[src/rtl/wcsb_pkg.sv]
`timescale 1ns/1ps
package wcsb_pkg;
  typedef enum logic [1:0] {
    SRC_IDLE = 2'd0,
    SRC_LINE = 2'd1,
    SRC_ORD  = 2'd2
  } src_e;
endpackage

[src/rtl/wcsb_fifo.sv]
`timescale 1ns/1ps
module wcsb_fifo #(
  parameter int W     = 8,
  parameter int DEPTH = 8
) (
  input  logic         clk,
  input  logic         rst,
  input  logic         push,
  input  logic [W-1:0] din,
  input  logic         pop,
  output logic [W-1:0] dout,
  output logic         full,
  output logic         empty
);
  localparam int AW = $clog2(DEPTH);

  logic [W-1:0] mem [DEPTH];
  logic [AW:0]  wp, rp;

  always_ff @(posedge clk) begin
    if (push) mem[wp[AW-1:0]] <= din;
  end

  always_ff @(posedge clk) begin
    if (rst) begin
      wp <= '0;
      rp <= '0;
    end else begin
      if (push) wp <= wp + 1'b1;
      if (pop)  rp <= rp + 1'b1;
    end
  end

  assign dout  = mem[rp[AW-1:0]];
  assign empty = (wp == rp);
  assign full  = (wp[AW] != rp[AW]) && (wp[AW-1:0] == rp[AW-1:0]);

  a_r9_no_overflow: assert property (@(posedge clk) disable iff (rst) push |-> !full);
  a_r4_no_underflow: assert property (@(posedge clk) disable iff (rst) pop |-> !empty);
endmodule

[src/rtl/wcsb_line.sv]
`timescale 1ns/1ps
module wcsb_line #(
  parameter int TAG_W      = 26,
  parameter int LINE_BYTES = 64,
  parameter int WORD_BYTES = 8
) (
  input  logic                                      clk,
  input  logic                                      rst,
  input  logic                                      wr_en,
  input  logic [TAG_W-1:0]                          wr_tag,
  input  logic [$clog2(LINE_BYTES/WORD_BYTES)-1:0]  wr_idx,
  input  logic [WORD_BYTES*8-1:0]                   wr_data,
  input  logic [WORD_BYTES-1:0]                     wr_be,
  input  logic                                      clr,
  output logic                                      vld,
  output logic [TAG_W-1:0]                          tag,
  output logic [LINE_BYTES*8-1:0]                   data,
  output logic [LINE_BYTES-1:0]                     mask,
  output logic                                      full
);
  logic [LINE_BYTES-1:0] nb;

  assign nb   = LINE_BYTES'(wr_be) << (wr_idx * WORD_BYTES);
  assign full = vld && (&mask);

  always_ff @(posedge clk) begin
    if (rst) begin
      vld  <= 1'b0;
      tag  <= '0;
      mask <= '0;
    end else if (clr) begin
      vld  <= 1'b0;
      mask <= '0;
    end else if (wr_en) begin
      vld  <= 1'b1;
      tag  <= wr_tag;
      mask <= (vld ? mask : '0) | nb;
    end
  end

  always_ff @(posedge clk) begin
    for (int b = 0; b < LINE_BYTES; b++) begin
      if (wr_en && nb[b]) data[b*8 +: 8] <= wr_data[(b % WORD_BYTES)*8 +: 8];
    end
  end

  a_r6_same_line: assert property (@(posedge clk) disable iff (rst)
    (vld && wr_en) |-> (wr_tag == tag));
endmodule

[src/rtl/wc_store_buf.sv]
`timescale 1ns/1ps
module wc_store_buf
  import wcsb_pkg::*;
#(
  parameter int ADDR_W     = 32,
  parameter int LINE_BYTES = 64,
  parameter int WORD_BYTES = 8,
  parameter int Q_DEPTH    = 8
) (
  input  logic                    clk,
  input  logic                    rst,
  input  logic                    st_valid,
  output logic                    st_ready,
  input  logic [ADDR_W-1:0]       st_addr,
  input  logic [WORD_BYTES*8-1:0] st_data,
  input  logic [WORD_BYTES-1:0]   st_be,
  input  logic                    st_wc,
  input  logic                    fence_req,
  output logic                    fence_done,
  output logic                    mem_valid,
  input  logic                    mem_ready,
  output logic [ADDR_W-1:0]       mem_addr,
  output logic [LINE_BYTES*8-1:0] mem_data,
  output logic [LINE_BYTES-1:0]   mem_mask
);
  localparam int OFF_W  = $clog2(LINE_BYTES);
  localparam int BO_W   = $clog2(WORD_BYTES);
  localparam int WI_W   = OFF_W - BO_W;
  localparam int TAG_W  = ADDR_W - OFF_W;
  localparam int WORD_W = WORD_BYTES * 8;
  localparam int NWORDS = LINE_BYTES / WORD_BYTES;
  localparam int ENT_W  = TAG_W + WI_W + WORD_W + WORD_BYTES;

  logic [TAG_W-1:0] st_tag;
  logic [WI_W-1:0]  st_widx;
  assign st_tag  = st_addr[ADDR_W-1:OFF_W];
  assign st_widx = st_addr[OFF_W-1:BO_W];

  // line register
  logic                    ln_vld, ln_full, ln_wr, take_line;
  logic [TAG_W-1:0]        ln_tag;
  logic [LINE_BYTES*8-1:0] ln_data;
  logic [LINE_BYTES-1:0]   ln_mask;

  // ordinary queue
  logic             q_push, q_pop, q_full, q_empty;
  logic [ENT_W-1:0] q_rd;
  logic [TAG_W-1:0]  q_tag;
  logic [WI_W-1:0]   q_widx;
  logic [WORD_W-1:0] q_data;
  logic [WORD_BYTES-1:0] q_be;
  assign {q_tag, q_widx, q_data, q_be} = q_rd;

  logic force_pend, fence_busy, mismatch, line_out, port_free, acc;
  src_e sel;

  assign mismatch  = st_wc && ln_vld && (st_tag != ln_tag);
  assign line_out  = ln_vld && (ln_full || force_pend);
  assign port_free = !mem_valid || mem_ready;

  always_comb begin
    st_ready = !q_full && !force_pend && !fence_busy && !(st_wc && (line_out || mismatch));
  end

  assign acc    = st_valid && st_ready;
  assign ln_wr  = acc && st_wc;
  assign q_push = acc && !st_wc;

  always_comb begin
    if (!port_free)    sel = SRC_IDLE;
    else if (line_out) sel = SRC_LINE;
    else if (!q_empty) sel = SRC_ORD;
    else               sel = SRC_IDLE;
  end
  assign take_line = (sel == SRC_LINE);
  assign q_pop     = (sel == SRC_ORD);

  wcsb_line #(.TAG_W(TAG_W), .LINE_BYTES(LINE_BYTES), .WORD_BYTES(WORD_BYTES)) u_line (
    .clk(clk), .rst(rst), .wr_en(ln_wr), .wr_tag(st_tag), .wr_idx(st_widx),
    .wr_data(st_data), .wr_be(st_be), .clr(take_line),
    .vld(ln_vld), .tag(ln_tag), .data(ln_data), .mask(ln_mask), .full(ln_full)
  );

  wcsb_fifo #(.W(ENT_W), .DEPTH(Q_DEPTH)) u_q (
    .clk(clk), .rst(rst), .push(q_push), .din({st_tag, st_widx, st_data, st_be}),
    .pop(q_pop), .dout(q_rd), .full(q_full), .empty(q_empty)
  );

  // control: forced eviction and fence sequencing
  always_ff @(posedge clk) begin
    if (rst) begin
      force_pend <= 1'b0;
      fence_busy <= 1'b0;
      fence_done <= 1'b0;
    end else begin
      fence_done <= 1'b0;
      if (take_line)
        force_pend <= 1'b0;
      else if ((st_valid && mismatch) || ((fence_req || fence_busy) && ln_vld))
        force_pend <= 1'b1;
      if (fence_req)
        fence_busy <= 1'b1;
      else if (fence_busy && !ln_vld && q_empty && !mem_valid) begin
        fence_busy <= 1'b0;
        fence_done <= 1'b1;
      end
    end
  end

  // registered port
  always_ff @(posedge clk) begin
    if (rst) mem_valid <= 1'b0;
    else if (port_free) mem_valid <= (sel != SRC_IDLE);
  end

  always_ff @(posedge clk) begin
    if (sel == SRC_LINE) begin
      mem_addr <= {ln_tag, {OFF_W{1'b0}}};
      mem_data <= ln_data;
      mem_mask <= ln_mask;
    end else if (sel == SRC_ORD) begin
      mem_addr <= {q_tag, {OFF_W{1'b0}}};
      mem_data <= {NWORDS{q_data}};
      mem_mask <= LINE_BYTES'(q_be) << (q_widx * WORD_BYTES);
    end
  end

  a_r12_hold: assert property (@(posedge clk) disable iff (rst)
    (mem_valid && !mem_ready) |=> (mem_valid && $stable(mem_addr) && $stable(mem_mask) && $stable(mem_data)));
  a_r11_done_idle: assert property (@(posedge clk) disable iff (rst)
    fence_done |-> !mem_valid);
endmodule

[config.mk]
export PLATFORM = sky130hd
export DESIGN_NAME = wc_store_buf
export DESIGN_NICKNAME = d
export VERILOG_FILES = /design/src/rtl/wcsb_pkg.sv /design/src/rtl/wcsb_fifo.sv /design/src/rtl/wcsb_line.sv /design/src/rtl/wc_store_buf.sv
export SDC_FILE = /design/constraint.sdc
export NUM_CORES = 2
export LEC_CHECK = 0
export CORE_UTILIZATION = 45
export CTS_CLUSTER_SIZE = 40
export DETAILED_ROUTE_END_ITERATION = 10
export PLACE_DENSITY = 0.74
export SETUP_SLACK_MARGIN = 0.1
export SYNTH_ARGS = -nofsm -noshare
export SYNTH_HDL_FRONTEND = slang
export SYNTH_HIERARCHICAL = 1
export SYNTH_SLANG_ARGS = --single-unit
[constraint.sdc]
create_clock -name clk -period 39.7 [get_ports clk]
set_input_delay 9.925 -clock clk [delete_from_list [all_inputs] [get_ports clk]]
set_output_delay 9.925 -clock clk [all_outputs]
set_load 0.03 [all_outputs]
==> flow_summary.toml <==
[placed_design]
place_inst = 6914
port-buffer-count = 711
placed_area_mm2 = 0.0838
hpwl_um = 115000
place_congestion = 0.825

[synth]
synth_edf_count = 1922
synth.distinct_cells = 50
synth_xor_area_share_pct = 0.410
syn_avg_cell_area_um2 = 17.8
synthCells = 4197
async_flop_share_pct = 0
synth_top_family_by_area = "multiplexers"
synth-simple-area-share_pct = 7.81
ys_warn_count = 6
ys.flop_type = "edfxtp_1"
synth_compound_area_share_pct = 1.65
ys_seq_area_share_pct = 80.0
synth_fa_ha_area_share_pct = 0.0837
syn-cell-area_mm2 = 0.0748
synth-seq-cells = 2028
synthMuxAreaShare_pct = 8.12

[setup_path]
cp-start-kind = "primary input"
worst_ep_required_time_ns = 29.77
crit_arrival_ns = 12.89
crit_type = "in -> out"
endpoint_kind = "output pin"
critical_path.max_fanout = 10

[global_routing]
grt_pass1_wl_um = 263000
grt_pass1_vias = 38500
grt_max_degree = 193
grt_overflow = 0
grtUsageTotal_pct = 21.7
antenna_found_initial = 15

[clock_tree]
cts_buffers = 197
holdBufCountCts = 0
cts.path.max_buffers = 3
cts_tree = "built"
cts-root-buf = "clkbuf_16"
cts_setup_buffers = 0
h-tree-depth = 4
cts-resized-gates = 0
path_clk_slew_ns = 0.06
clkLatencyLatePin_ns = 0.85
cts_sinks = 2028

[cells_and_area]
nets = 5039
final_cells = 7285
final_core_util_pct = 54.7
stdcell_area_mm2 = 0.0903
regArea_mm2 = 0.0598
multiInputGateArea_mm2 = 0.0136
syn_to_final_growth_pct = 20.8
final_cell_mix = "edfxtp_1 (1922), nand2_1 (1088), clkdlybuf4s50_1 (711)"
n_fill_cell = 12500
drive_gt1_share_pct = 13.5
layout_commonest_cell = "edfxtp_1"

[sta]
rsz0062_at_grt = "no"
finalSetupViolCount = 0
relSlewSlack_pct = 23.2
clock.fmax_ghz = 0.0438
timing.final.crit_share_pct = 57.5
final_max_slew_viol_count = 0
tightest_slew_ns = 1.14
layout_min_cycle_time_ns = 22.81
setup_tns_ns = 0
fin_skew_ns = 0.0566
hold_violations = 0

[pwr]
irDropWorstVdd_mv = 0.0658
p_per_area_mw_per_mm2 = 76.0
total_power_mw = 6.87
leakagePower_nw = 29.8

[die]
ios = 721
core_area_mm2 = 0.165
fp.dieW_um = 410
start_util_pct = 45.3
rows = 149
die_h_um = 410
die_area_mm2 = 0.168

[route]
drc = 318
vias = 39300
drtPass1Iterations = 11
first_iter_violations = 4551
wl_per_cell_um = 25.2
postRouteAntennaNets = 0
routed_wl_um = 184000
vias_per_cell = 5.40

[run_status]
outcome = "finished with violations"
violations = "design-rule violations"

[min_path]
hp-class = "reg -> reg"

[run]
maxCapViolCount = 0
-- state kept, by name, summed over array words and instances, names as in the netlist, 4 cells and up, named ones only --
| name | count |
|---|---|
| u_q/mem | 808 |
| mem_mask | 64 |
| u_line/data | 512 |
| u_line/tag | 26 |
| mem_addr | 26 |
| mem_data | 512 |
| u_line/mask | 64 |
| u_q/wp | 4 |
| u_q/rp | 4 |
-- logic make-up after synthesis --
logic type	after synthesis
XOR/XNOR	35
AO/OA/AOI/OAI	163
AND/OR/NAND/NOR	1381
flip-flops	2028
buffers and inverters	253
other	1
multiplexers	331
adder cells (fa/ha/maj)	5
-- critical path, stage by stage --
cell and delay, ns:
clkdlybuf4s50_1 0.68, xor2_1 0.15, nor4_1 0.94, nand4_1 0.19, o21ai_1 0.27, clkdlybuf4s50_1 0.72
-- per-layer routing --
metal	vias up	routed length [µm]	global-route usage [%]
met4	12	5010	6.71
met5	-	80	0
met3	292	14500	4.40
met1	20000	75100	29.8
li1	17100	-	-
met2	1880	89300	35.0
-- worst paths after layout --
kind | from | endpoint | slack (ns) | cells after the start
worst max-delay path | st_addr[19] | st_ready | 16.89 | 6
worst min register to register | u_line/tag[22] | u_line/tag[22] | 0.48 | 2
worst min-delay path | u_line/tag[22] | u_line/tag[22] | 0.48 | 2
worst max register to register | u_line/mask[25] | mem_data[248] | 33.59 | 13
-- per-stage QoR --
stage	setup slack [ns]	hold WS, ns
after CTS	16.75	0.484
after global routing	16.70	0.497
after floorplan	16.00	0.458
after global placement	16.83	0.467
final	16.89	0.482
after detailed placement	16.79	0.476
-- cells in the mapped netlist, types with 5 or more instances --
master       n  share of area (%)
buf_4       53               0.53
dfxtp_1    106                2.8
a21oi_1     29               0.19
mux2_2      84                1.3
nor3_4       5               0.11
buf_1       77               0.39
mux2_1      23               0.35
and2_1      64               0.54
a22o_1      64               0.75
mux4_2     202                6.1
clkbuf_1    45               0.23
nor2_4       9               0.14
xnor2_1      6              0.070
nor2_1      87               0.44
ha_1         5              0.084
xor2_1      29               0.34
nor4_1      11              0.092
mux2_4      20               0.40
nand2_1   1088                5.5
buf_6       19               0.29
buf_2       51               0.34
nand4_1     22               0.18
a22oi_1     62               0.62
nand2b_1    72               0.60
edfxtp_1  1922                 77
-- where the power goes --
group	leakage [nW]	internal (mW)	total (mW)	switching, mW
sequential	18.5	2.86	3.01	0.155
combinational	8.23	0.711	2.01	1.30
clock	3.11	1.05	1.84	0.795
total	29.8	4.62	6.87	2.25
-- layout make-up --
cell class / count / share of cell area, %
inverters: 3 / 0.0125
clock inverters: 114 / 1.37
well taps: 2189 / 3.03
clock buffers: 249 / 5.76
multi-input cells: 1921 / 15.1
repair buffers: 773 / 8.43
diodes: 8 / 0.0222
flip-flops and latches: 2028 / 66.3
No activity file was read; power rests on OpenSTA's default activity.
